<file path="src/rtl/pfx_pkg.sv">
package pfx_pkg;
    localparam int BEAT_BYTES = 8;
    localparam int BEAT_W     = BEAT_BYTES * 8;
    localparam int ADDR_W     = 48;
    localparam int STAGES     = 3;

    localparam logic [15:0]       CTL_TYPE   = 16'h8808;
    localparam logic [15:0]       PAUSE_OPC  = 16'h0001;
    localparam logic [ADDR_W-1:0] PAUSE_MCST = 48'h0180C2000001;

    typedef enum logic [1:0] {
        SEL_ADDR_LO = 2'd0,
        SEL_ADDR_HI = 2'd1,
        SEL_CTRL    = 2'd2
    } cfg_sel_e;

    typedef struct packed {
        logic                  valid;
        logic                  drop;
        logic                  last;
        logic [BEAT_BYTES-1:0] keep;
        logic [BEAT_W-1:0]     data;
    } beat_t;
endpackage

</file>
<file path="src/rtl/pfx_classify.sv">
module pfx_classify
    import pfx_pkg::*;
(
    input  logic [47:0]       hdr0,
    input  logic [63:32]      hdr1,
    input  logic [15:0]       hdr2,
    input  logic              hdr2_keep1,
    input  logic [ADDR_W-1:0] match_addr,
    output logic              is_pause,
    output logic              addr_hit,
    output logic              full_hdr,
    output logic [15:0]       quanta
);
    localparam int DA_BYTES = ADDR_W / 8;

    logic [ADDR_W-1:0] dest;
    logic [15:0]       ltype;
    logic [15:0]       opcode;

    always_comb begin
        for (int k = 0; k < DA_BYTES; k++) begin
            dest[ADDR_W-1-8*k -: 8] = hdr0[8*k +: 8];
        end
        ltype    = {hdr1[39:32], hdr1[47:40]};
        opcode   = {hdr1[55:48], hdr1[63:56]};
        quanta   = {hdr2[7:0], hdr2[15:8]};
        is_pause = (ltype == CTL_TYPE) && (opcode == PAUSE_OPC);
        addr_hit = (dest == match_addr) || (dest == PAUSE_MCST);
        full_hdr = hdr2_keep1;
    end
endmodule

</file>
<file path="src/rtl/pfx_policy.sv">
module pfx_policy (
    input  logic is_pause,
    input  logic addr_hit,
    input  logic full_hdr,
    input  logic proc_en,
    input  logic fwd_en,
    input  logic tx_en,
    output logic drop,
    output logic req
);
    logic hit;

    always_comb begin
        hit  = full_hdr && is_pause && addr_hit;
        drop = hit && !(proc_en && fwd_en);
        req  = hit && proc_en && tx_en;
    end
endmodule

</file>
<file path="src/rtl/pfx_top.sv">
module pfx_top
    import pfx_pkg::*;
#(
    parameter logic [ADDR_W-1:0] ADDR_RST = '0
) (
    input  logic                  clk,
    input  logic                  rst_n,
    input  logic                  cfg_we,
    input  logic [1:0]            cfg_sel,
    input  logic [31:0]           cfg_wdata,
    input  logic                  s_valid,
    input  logic [BEAT_W-1:0]     s_data,
    input  logic [BEAT_BYTES-1:0] s_keep,
    input  logic                  s_last,
    output logic                  m_valid,
    output logic [BEAT_W-1:0]     m_data,
    output logic [BEAT_BYTES-1:0] m_keep,
    output logic                  m_last,
    output logic                  pause_req,
    output logic [15:0]           pause_quanta
);
    localparam int LAST_ST  = STAGES - 1;
    localparam int IDX_W    = $clog2(STAGES + 1);
    localparam logic [IDX_W-1:0] IDX_DEC  = IDX_W'(STAGES - 1);
    localparam logic [IDX_W-1:0] IDX_BODY = IDX_W'(STAGES);

    typedef struct packed {
        beat_t [STAGES-1:0] pipe;
        logic [IDX_W-1:0]   idx;
        logic               fr_drop;
        logic               req;
        logic [15:0]        quanta;
        logic [31:0]        addr_lo;
        logic [15:0]        addr_hi;
        logic               proc_en;
        logic               fwd_en;
        logic               tx_en;
    } state_t;

    state_t state_d, state_q;

    logic        c_pause, c_hit, c_full;
    logic [15:0] c_quanta;
    logic        p_drop, p_req;

    pfx_classify u_cls (
        .hdr0       (state_q.pipe[1].data[47:0]),
        .hdr1       (state_q.pipe[0].data[63:32]),
        .hdr2       (s_data[15:0]),
        .hdr2_keep1 (s_keep[1]),
        .match_addr ({state_q.addr_hi, state_q.addr_lo}),
        .is_pause   (c_pause),
        .addr_hit   (c_hit),
        .full_hdr   (c_full),
        .quanta     (c_quanta)
    );

    pfx_policy u_pol (
        .is_pause (c_pause),
        .addr_hit (c_hit),
        .full_hdr (c_full),
        .proc_en  (state_q.proc_en),
        .fwd_en   (state_q.fwd_en),
        .tx_en    (state_q.tx_en),
        .drop     (p_drop),
        .req      (p_req)
    );

    always_comb begin
        logic decide;
        state_d     = state_q;
        state_d.req = 1'b0;
        decide      = s_valid && (state_q.idx == IDX_DEC);

        state_d.pipe[0].valid = s_valid;
        state_d.pipe[0].last  = s_last;
        state_d.pipe[0].keep  = s_keep;
        state_d.pipe[0].data  = s_data;
        state_d.pipe[0].drop  = s_valid && (state_q.idx == IDX_BODY) && state_q.fr_drop;
        for (int i = 1; i < STAGES; i++) begin
            state_d.pipe[i] = state_q.pipe[i-1];
        end

        if (decide) begin
            for (int i = 0; i < STAGES; i++) begin
                state_d.pipe[i].drop = p_drop;
            end
            state_d.fr_drop = p_drop;
            state_d.req     = p_req;
            if (p_req) begin
                state_d.quanta = c_quanta;
            end
        end

        if (s_valid) begin
            if (s_last) begin
                state_d.idx = '0;
            end else if (state_q.idx != IDX_BODY) begin
                state_d.idx = state_q.idx + 1'b1;
            end
        end

        if (cfg_we) begin
            case (cfg_sel_e'(cfg_sel))
                SEL_ADDR_LO: state_d.addr_lo = cfg_wdata;
                SEL_ADDR_HI: state_d.addr_hi = cfg_wdata[15:0];
                SEL_CTRL: begin
                    state_d.proc_en = cfg_wdata[0];
                    state_d.fwd_en  = cfg_wdata[1];
                    state_d.tx_en   = cfg_wdata[2];
                end
                default: ;
            endcase
        end
    end

    always_ff @(posedge clk or negedge rst_n) begin
        if (!rst_n) begin
            state_q         <= '0;
            state_q.addr_lo <= ADDR_RST[31:0];
            state_q.addr_hi <= ADDR_RST[47:32];
            state_q.proc_en <= 1'b1;
            state_q.fwd_en  <= 1'b0;
            state_q.tx_en   <= 1'b1;
        end else begin
            state_q <= state_d;
        end
    end

    assign m_valid      = state_q.pipe[LAST_ST].valid && !state_q.pipe[LAST_ST].drop;
    assign m_data       = state_q.pipe[LAST_ST].data;
    assign m_keep       = state_q.pipe[LAST_ST].keep;
    assign m_last       = state_q.pipe[LAST_ST].last;
    assign pause_req    = state_q.req;
    assign pause_quanta = state_q.quanta;
endmodule

</file>
<file path="config.mk">
export PLATFORM = sky130hd
export DESIGN_NAME = pfx_top
export DESIGN_NICKNAME = d
export VERILOG_FILES = /design/src/rtl/pfx_pkg.sv /design/src/rtl/pfx_classify.sv /design/src/rtl/pfx_policy.sv /design/src/rtl/pfx_top.sv
export SDC_FILE = /design/constraint.sdc
export NUM_CORES = 1
export LEC_CHECK = 0
export ABC_AREA = 1
export BUFFER_PORTS_ARGS = -buffer_cell sky130_fd_sc_hd__buf_2
export CAP_MARGIN = 20
export CORE_MARGIN = 10
export CORE_UTILIZATION = 28
export CTS_BUF_LIST = sky130_fd_sc_hd__clkbuf_4
export CTS_CLUSTER_DIAMETER = 100
export DETAILED_ROUTE_END_ITERATION = 10
export GPL_ROUTABILITY_DRIVEN = 0
export HOLD_SLACK_MARGIN = 0.1
export SYNTH_ARGS = -nofsm -noshare
export SYNTH_HDL_FRONTEND = slang
export SYNTH_SLANG_ARGS = --single-unit
export TNS_END_PERCENT = 1
</file>
<file path="constraint.sdc">
create_clock -name clk -period 2.4 [get_ports clk]
set_clock_uncertainty 0.05 [all_clocks]
set_input_delay 0.12 -clock clk [delete_from_list [all_inputs] [get_ports clk]]
set_output_delay 0.12 -clock clk [all_outputs]
set_load 0.02 [all_outputs]
</file>
# After elaboration in Yosys (flattened, before gate mapping)
# Cells that the tools add are included.
# word_totals
ff_bits,296
output_inout_bits,91
word_cells,62
# op_classes
addsub,1
n_eq_ne,9
muxes,7
n_reduce_logical,21
# op_table
operator,n
$eq A48 B41 Y1 const B,1
$eq A48 B48 Y1,1
$mux W17,1
$eq A16 B1 Y1 const B,1
$eq A16 B16 Y1 const B,1
$mux W16,1
$logic_and A1 B1 Y1,11
$reduce_and A2 Y1,5
$eq A2 B2 Y1 const B,3
$mux W2,2
$mux W1,3
$add A2 B1 Y2 const B,1
$eq A2 B1 Y1 const B,1
$logic_not A1 Y1,2
$logic_not A2 Y1,1
$ne A2 B2 Y1 const B,1
$reduce_bool A2 Y1,1
$logic_or A1 B1 Y1,1

# Longest topological paths before layout
# depth
ltp_word,8
mapped_depth,13

# By module
# A second synthesis with hierarchy kept.
# hier_totals
cells_unflattened,842
hier_area_um2,10299.9
# by_module_without_submodules
module,n_inst,cells_each,area_per_inst_um2
pfx_top,1,638,9230.1
pfx_classify,1,198,1046.0
pfx_policy,1,6,23.8

# Worst setup path after synthesis
# Ideal clock, no wire load.
# synth_path
kind,flip-flop to flip-flop
start,"reg state_q, in the netlist state_d[179]"
end,"reg state_q, in the netlist pause_quanta[10]"
setup_ns,0.117
t_arrival_ns,1.479
t_required_ns,2.233
path_slack_ns,0.754
stages_incl_launch_ff,9
n_path_buf,1
period_less_slack_ns,1.646
cell_sequence,dfrtp_1 or2_1 nor4_2 nand3_2 nor2_8 nand3_4 buf_6 nand2_1 nand2_1
# synth_via
elab_chain_cells,7
# synth_rtl
item,line_no,rtl
"start, declared",pfx_top.sv:40,"state_t state_d, state_q;"
"start signal, assigned",pfx_top.sv:126,state_q <= state_d;
$eq A16 B16 Y1,pfx_classify.sv:27,is_pause = (ltype == CTL_TYPE) && (opcode == PAUSE_OPC);
$logic_and A1 B1 Y1,pfx_classify.sv:27,
$logic_and A1 B1 Y1 (2 in series),pfx_policy.sv:14,hit = full_hdr && is_pause && addr_hit;
$logic_and A1 B1 Y1 (2 in series),pfx_policy.sv:16,req = hit && proc_en && tx_en;
$reduce_and A2 Y1 (no source line),n/a,
# No other way between the ends.
# A chain may end at the register's enable or synchronous reset.

# Final worst setup path
# layout_path
start,"reg state_q, in the netlist state_d[237]"
end,"reg state_q, in the netlist pause_quanta[12]"
# layout_via
elab_chain_cells,6
elab_cells_between_ends,7
# layout_rtl
item,line_no,rtl
$eq A48 B48 Y1 or $eq A48 B41 Y1 (tied branches),pfx_classify.sv:28,addr_hit = (dest == match_addr) || (dest == PAUSE_MCST);
$logic_or A1 B1 Y1 (*),pfx_classify.sv:28,
$logic_and A1 B1 Y1 (*),pfx_policy.sv:14,
$logic_and A1 B1 Y1 (*) (2 in series),pfx_policy.sv:16,
$reduce_and A2 Y1 (no source line) (*),n/a,
# Every way passes the cells marked *; elsewhere a longest branch is shown, timed or not.

==> summary.md <==
| Metric | Value |
|---|---|
| Detailed Place HPWL | `16960 um` |
| Final period utilization | `91.46%` |
| Post CTS Setup Buffer Count | `0` |
| Chip Height | `208.7 um` |
| Max frequency | `455.6 MHz` |
| Layout Nets | `1259` |
| Number of H-tree branching levels | `3` |
| Power per standard cell area | `805.1 nW/um^2` |
| Number of design rule violations left after detail routing | `0` |
| Type of the worst setup path | `flop to flop` |
| Share of layout cells above drive strength 1 | `31.04%` |
| Tot Pwr | `11.52 mW` |
| Mapped Nets | `846` |
| Min Tclk post-route | `2.195 ns` |
| Global-route usage over all layers | `11.75%` |
| Post-detailed-route count of antenna-violating nets | `0` |
| Average via count per standard cell | `3.949` |
| Number of cells after detailed placement | `1307` |
| Cell variety after synth | `30` |
| Violation count after the first detailed-route iteration | `215` |
| Number of antenna violations at the first check in global routing | `7` |
| Total setup violations reported at the end of the flow | `0` |
| Vias in the first global route | `7595` |
| Worst slew margin relative to its limit | `59.65%` |
| Final std cells w/o fill | `1675` |
| Critical Path Fanout Max | `17` |
| Setup TNS | `0 ns` |
| Sequential cell area fraction in the yosys report | `74.35%` |
| Largest net degree at the start of global routing | `73` |
| Clock tree from TritonCTS | `done` |
| Total clock buffers created by CTS | `83` |
| Average wire per cell in the routed design | `15.14 um` |
| X dimension of the die | `208.7 um` |
| Number of max-capacitance violations reported | `0` |
| Post-synthesis instance area | `9966 sq um` |
| Worst setup SP type | `flop` |
| Total die area | `43540 sq um` |
| Detailed-routing iteration count for the pre-antenna-repair pass | `4` |
| Worst-margin pin slew | `0.6052 ns` |
| Worst skew pair latency | `0.71 ns` |
| Clock sink total | `296` |
| Cells after Synth | `733` |
| Number of pins exceeding their max-slew limit in the final report | `0` |
| Starting density of the core | `28.22%` |
| Unrepaired setup endpoints after global routing | `false` |
| Leftover overflow at the end of global routing | `0` |
| Cell chosen for the clock root | `clkbuf_4` |
| Worst min path class | `input pin to flop` |
| Setup crit end kind | `flop` |
| Core Area | `35310 sq um` |
| Outcome | `completed` |
| CTS max path bufs | `3` |
| Leakage power | `6.850 nW` |
| Area growth from synthesis to final layout | `43.62%` |
| Required time at the endpoint of the critical path | `2.94 ns` |
| Total number of vias | `6615` |
| Fill cell count | `3321` |
| Yosys warning total | `0` |
| Port Buf Inserts | `201` |
| Total detailed-routing wirelength | `25360 um` |
| Fin. Hold Viols | `0` |
| Average size of a mapped cell | `13.60 sq um` |
| Top Ports | `202` |
| Wire length of the first global-routing pass | `40600 um` |
| Arrival @ worst endpoint | `2.73 ns` |
| Number of synthesized register bits | `296` |
| Worst-case vdd ir drop | `0.3589 mV` |
| Row count | `69` |
| Clk slew on worst S/H paths | `0.06 ns` |
| Post-layout utilization of the core | `40.53%` |
state kept, by name, summed over array words and instances (netlist names):
signal and cells:
m_keep 8, m_data 64, pause_req 1, pause_quanta 16, state_q 58, m_last 1, state_d 148
metrics by stage:
stage | hold slack (ns) | area [sq um] | setup slack [ns]
2_1_floorplan | -0.2256 | 9966 | 0.7539
3_3_place_gp | 0.1022 | 11000 | 0.2344
3_5_place_dp | 0.1081 | 11000 | 0.1950
4_1_cts | 0.1023 | 14290 | 0.05823
5_1_grt | 0.1303 | 14310 | 0.02931
6_report | 0.1926 | 14310 | 0.2049
routing by layer:
| layer | up-vias | share of wire [%] | global-route usage (%) |
|---|---|---|---|
| li1 | 3145 | - | - |
| met1 | 3207 | 41 | 13.38 |
| met2 | 196 | 48 | 18.81 |
| met3 | 63 | 8.0 | 5.174 |
| met4 | 4 | 2.9 | 5.210 |
| met5 | - | 0.095 | 0 |
path summary, 6_finish.rpt:
path | startpoint | endpoint | slack [ns] | cells after the start
max in group asynchronous | rst_n | state_q[0]$_DFFE_PN1P_ | 1.08 | 4
min in group asynchronous | rst_n | state_q[41]$_DFFE_PN0P_ | 0.48 | 3
min | s_data[10] | pause_quanta[2]$_DFFE_PN0P_ | 0.19 | 4
max reg2reg | state_d[237]$_DFF_PN0_ | pause_quanta[12]$_DFFE_PN0P_ | 0.20 | 8
max | state_d[237]$_DFF_PN0_ | pause_quanta[12]$_DFFE_PN0P_ | 0.20 | 8
min reg2reg | state_d[157]$_DFF_PN0_ | state_d[232]$_DFF_PN0_ | 0.27 | 0
cells in the final DEF (no fill, tap or decap), types with 3 or more instances in the layout:
cell type      synthesis  layout
diode_2                0       6
clkinv_1               1      12
nand4_1               18      18
clkbuf_4               0     126
dfrtp_1              294     294
nor4_1                12      12
mux2_2                16      16
buf_12                 0       5
dlygate4sd3_1          0     215
o21ai_0               37      37
buf_2                  2     200
inv_1                 34      34
bufinv_16              0       4
clkinv_2               0       3
buf_4                 89       7
nand3_1                8       7
nand2_1              124     124
xnor2_1               44      44
nor2_1                24      24
critical path, cell delays in order (launching register included):
cell and delay (ns):
dfrtp_1 0.43, nor4_1 0.37, nand2_1 0.11, nor2_1 0.21, nand3_1 0.12, nand2_2 0.28, nand3_4 0.29, nand2_1 0.14
nand2_1 0.05
where the power goes:
| part | internal (mW) | switching [mW] | leakage, nW | total [mW] |
|---|---|---|---|---|
| Clock | 2.82 | 2.07 | 0.670 | 4.89 |
| Sequential | 5.34 | 0.207 | 3.53 | 5.54 |
| Combinational | 0.598 | 0.493 | 2.65 | 1.09 |
| Total | 8.75 | 2.77 | 6.85 | 11.5 |
synth_stat cells:
library cell,number,area (sq um)
dfrtp_1,294,7357
nand2_1,124,465.5
buf_4,89,668.1
xnor2_1,44,385.4
o21ai_0,37,185.2
inv_1,34,127.6
nor2_1,24,90.09
nand4_1,18,112.6
mux2_2,16,180.2
nor4_1,12,75.07
nand3_1,8,40.04
clkbuf_1,7,26.28
a21oi_1,2,10.01
buf_2,2,10.01
dfstp_2,2,52.55
ha_1,2,25.02
nand3b_1,2,15.01
nor3_1,2,10.01
nor4_2,2,25.02
or2_1,2,12.51
a21boi_0,1,7.510
buf_1,1,3.750
buf_6,1,11.26
clkinv_1,1,3.750
inv_2,1,3.750
nand2_2,1,6.260
nand3_2,1,10.01
nand3_4,1,17.52
nor2_8,1,20.02
nor4b_1,1,8.760
timing repair:
action	4_1_cts	5_1_grt
hold buffers	215	0
resized for setup	0	1
endpoints found under the hold margin	444	0
endpoints found under the setup margin	0	1
cell families after synthesis:
family	count (synthesis)	share of synthesized area [%]
compound gates	40	2.034
xor+xnor	44	3.867
fa+ha+maj	2	0.2511
buf+inv	136	8.575
flops	296	74.35
mux	16	1.808
simple gates	199	9.115
final cells by class:
type / instances / area, sq um / area share (%)
flip-flops and latches: 296 / 7410 / 51.77
repair buffers: 428 / 3321 / 23.20
well taps: 461 / 576.8 / 4.030
clock buffers: 126 / 945.9 / 6.609
inverters: 36 / 135.1 / 0.9441
clock inverters: 21 / 195.2 / 1.364
diodes: 6 / 15.01 / 0.1049
multi-input cells: 301 / 1714 / 11.98
Power figures use the tool's default switching activity.
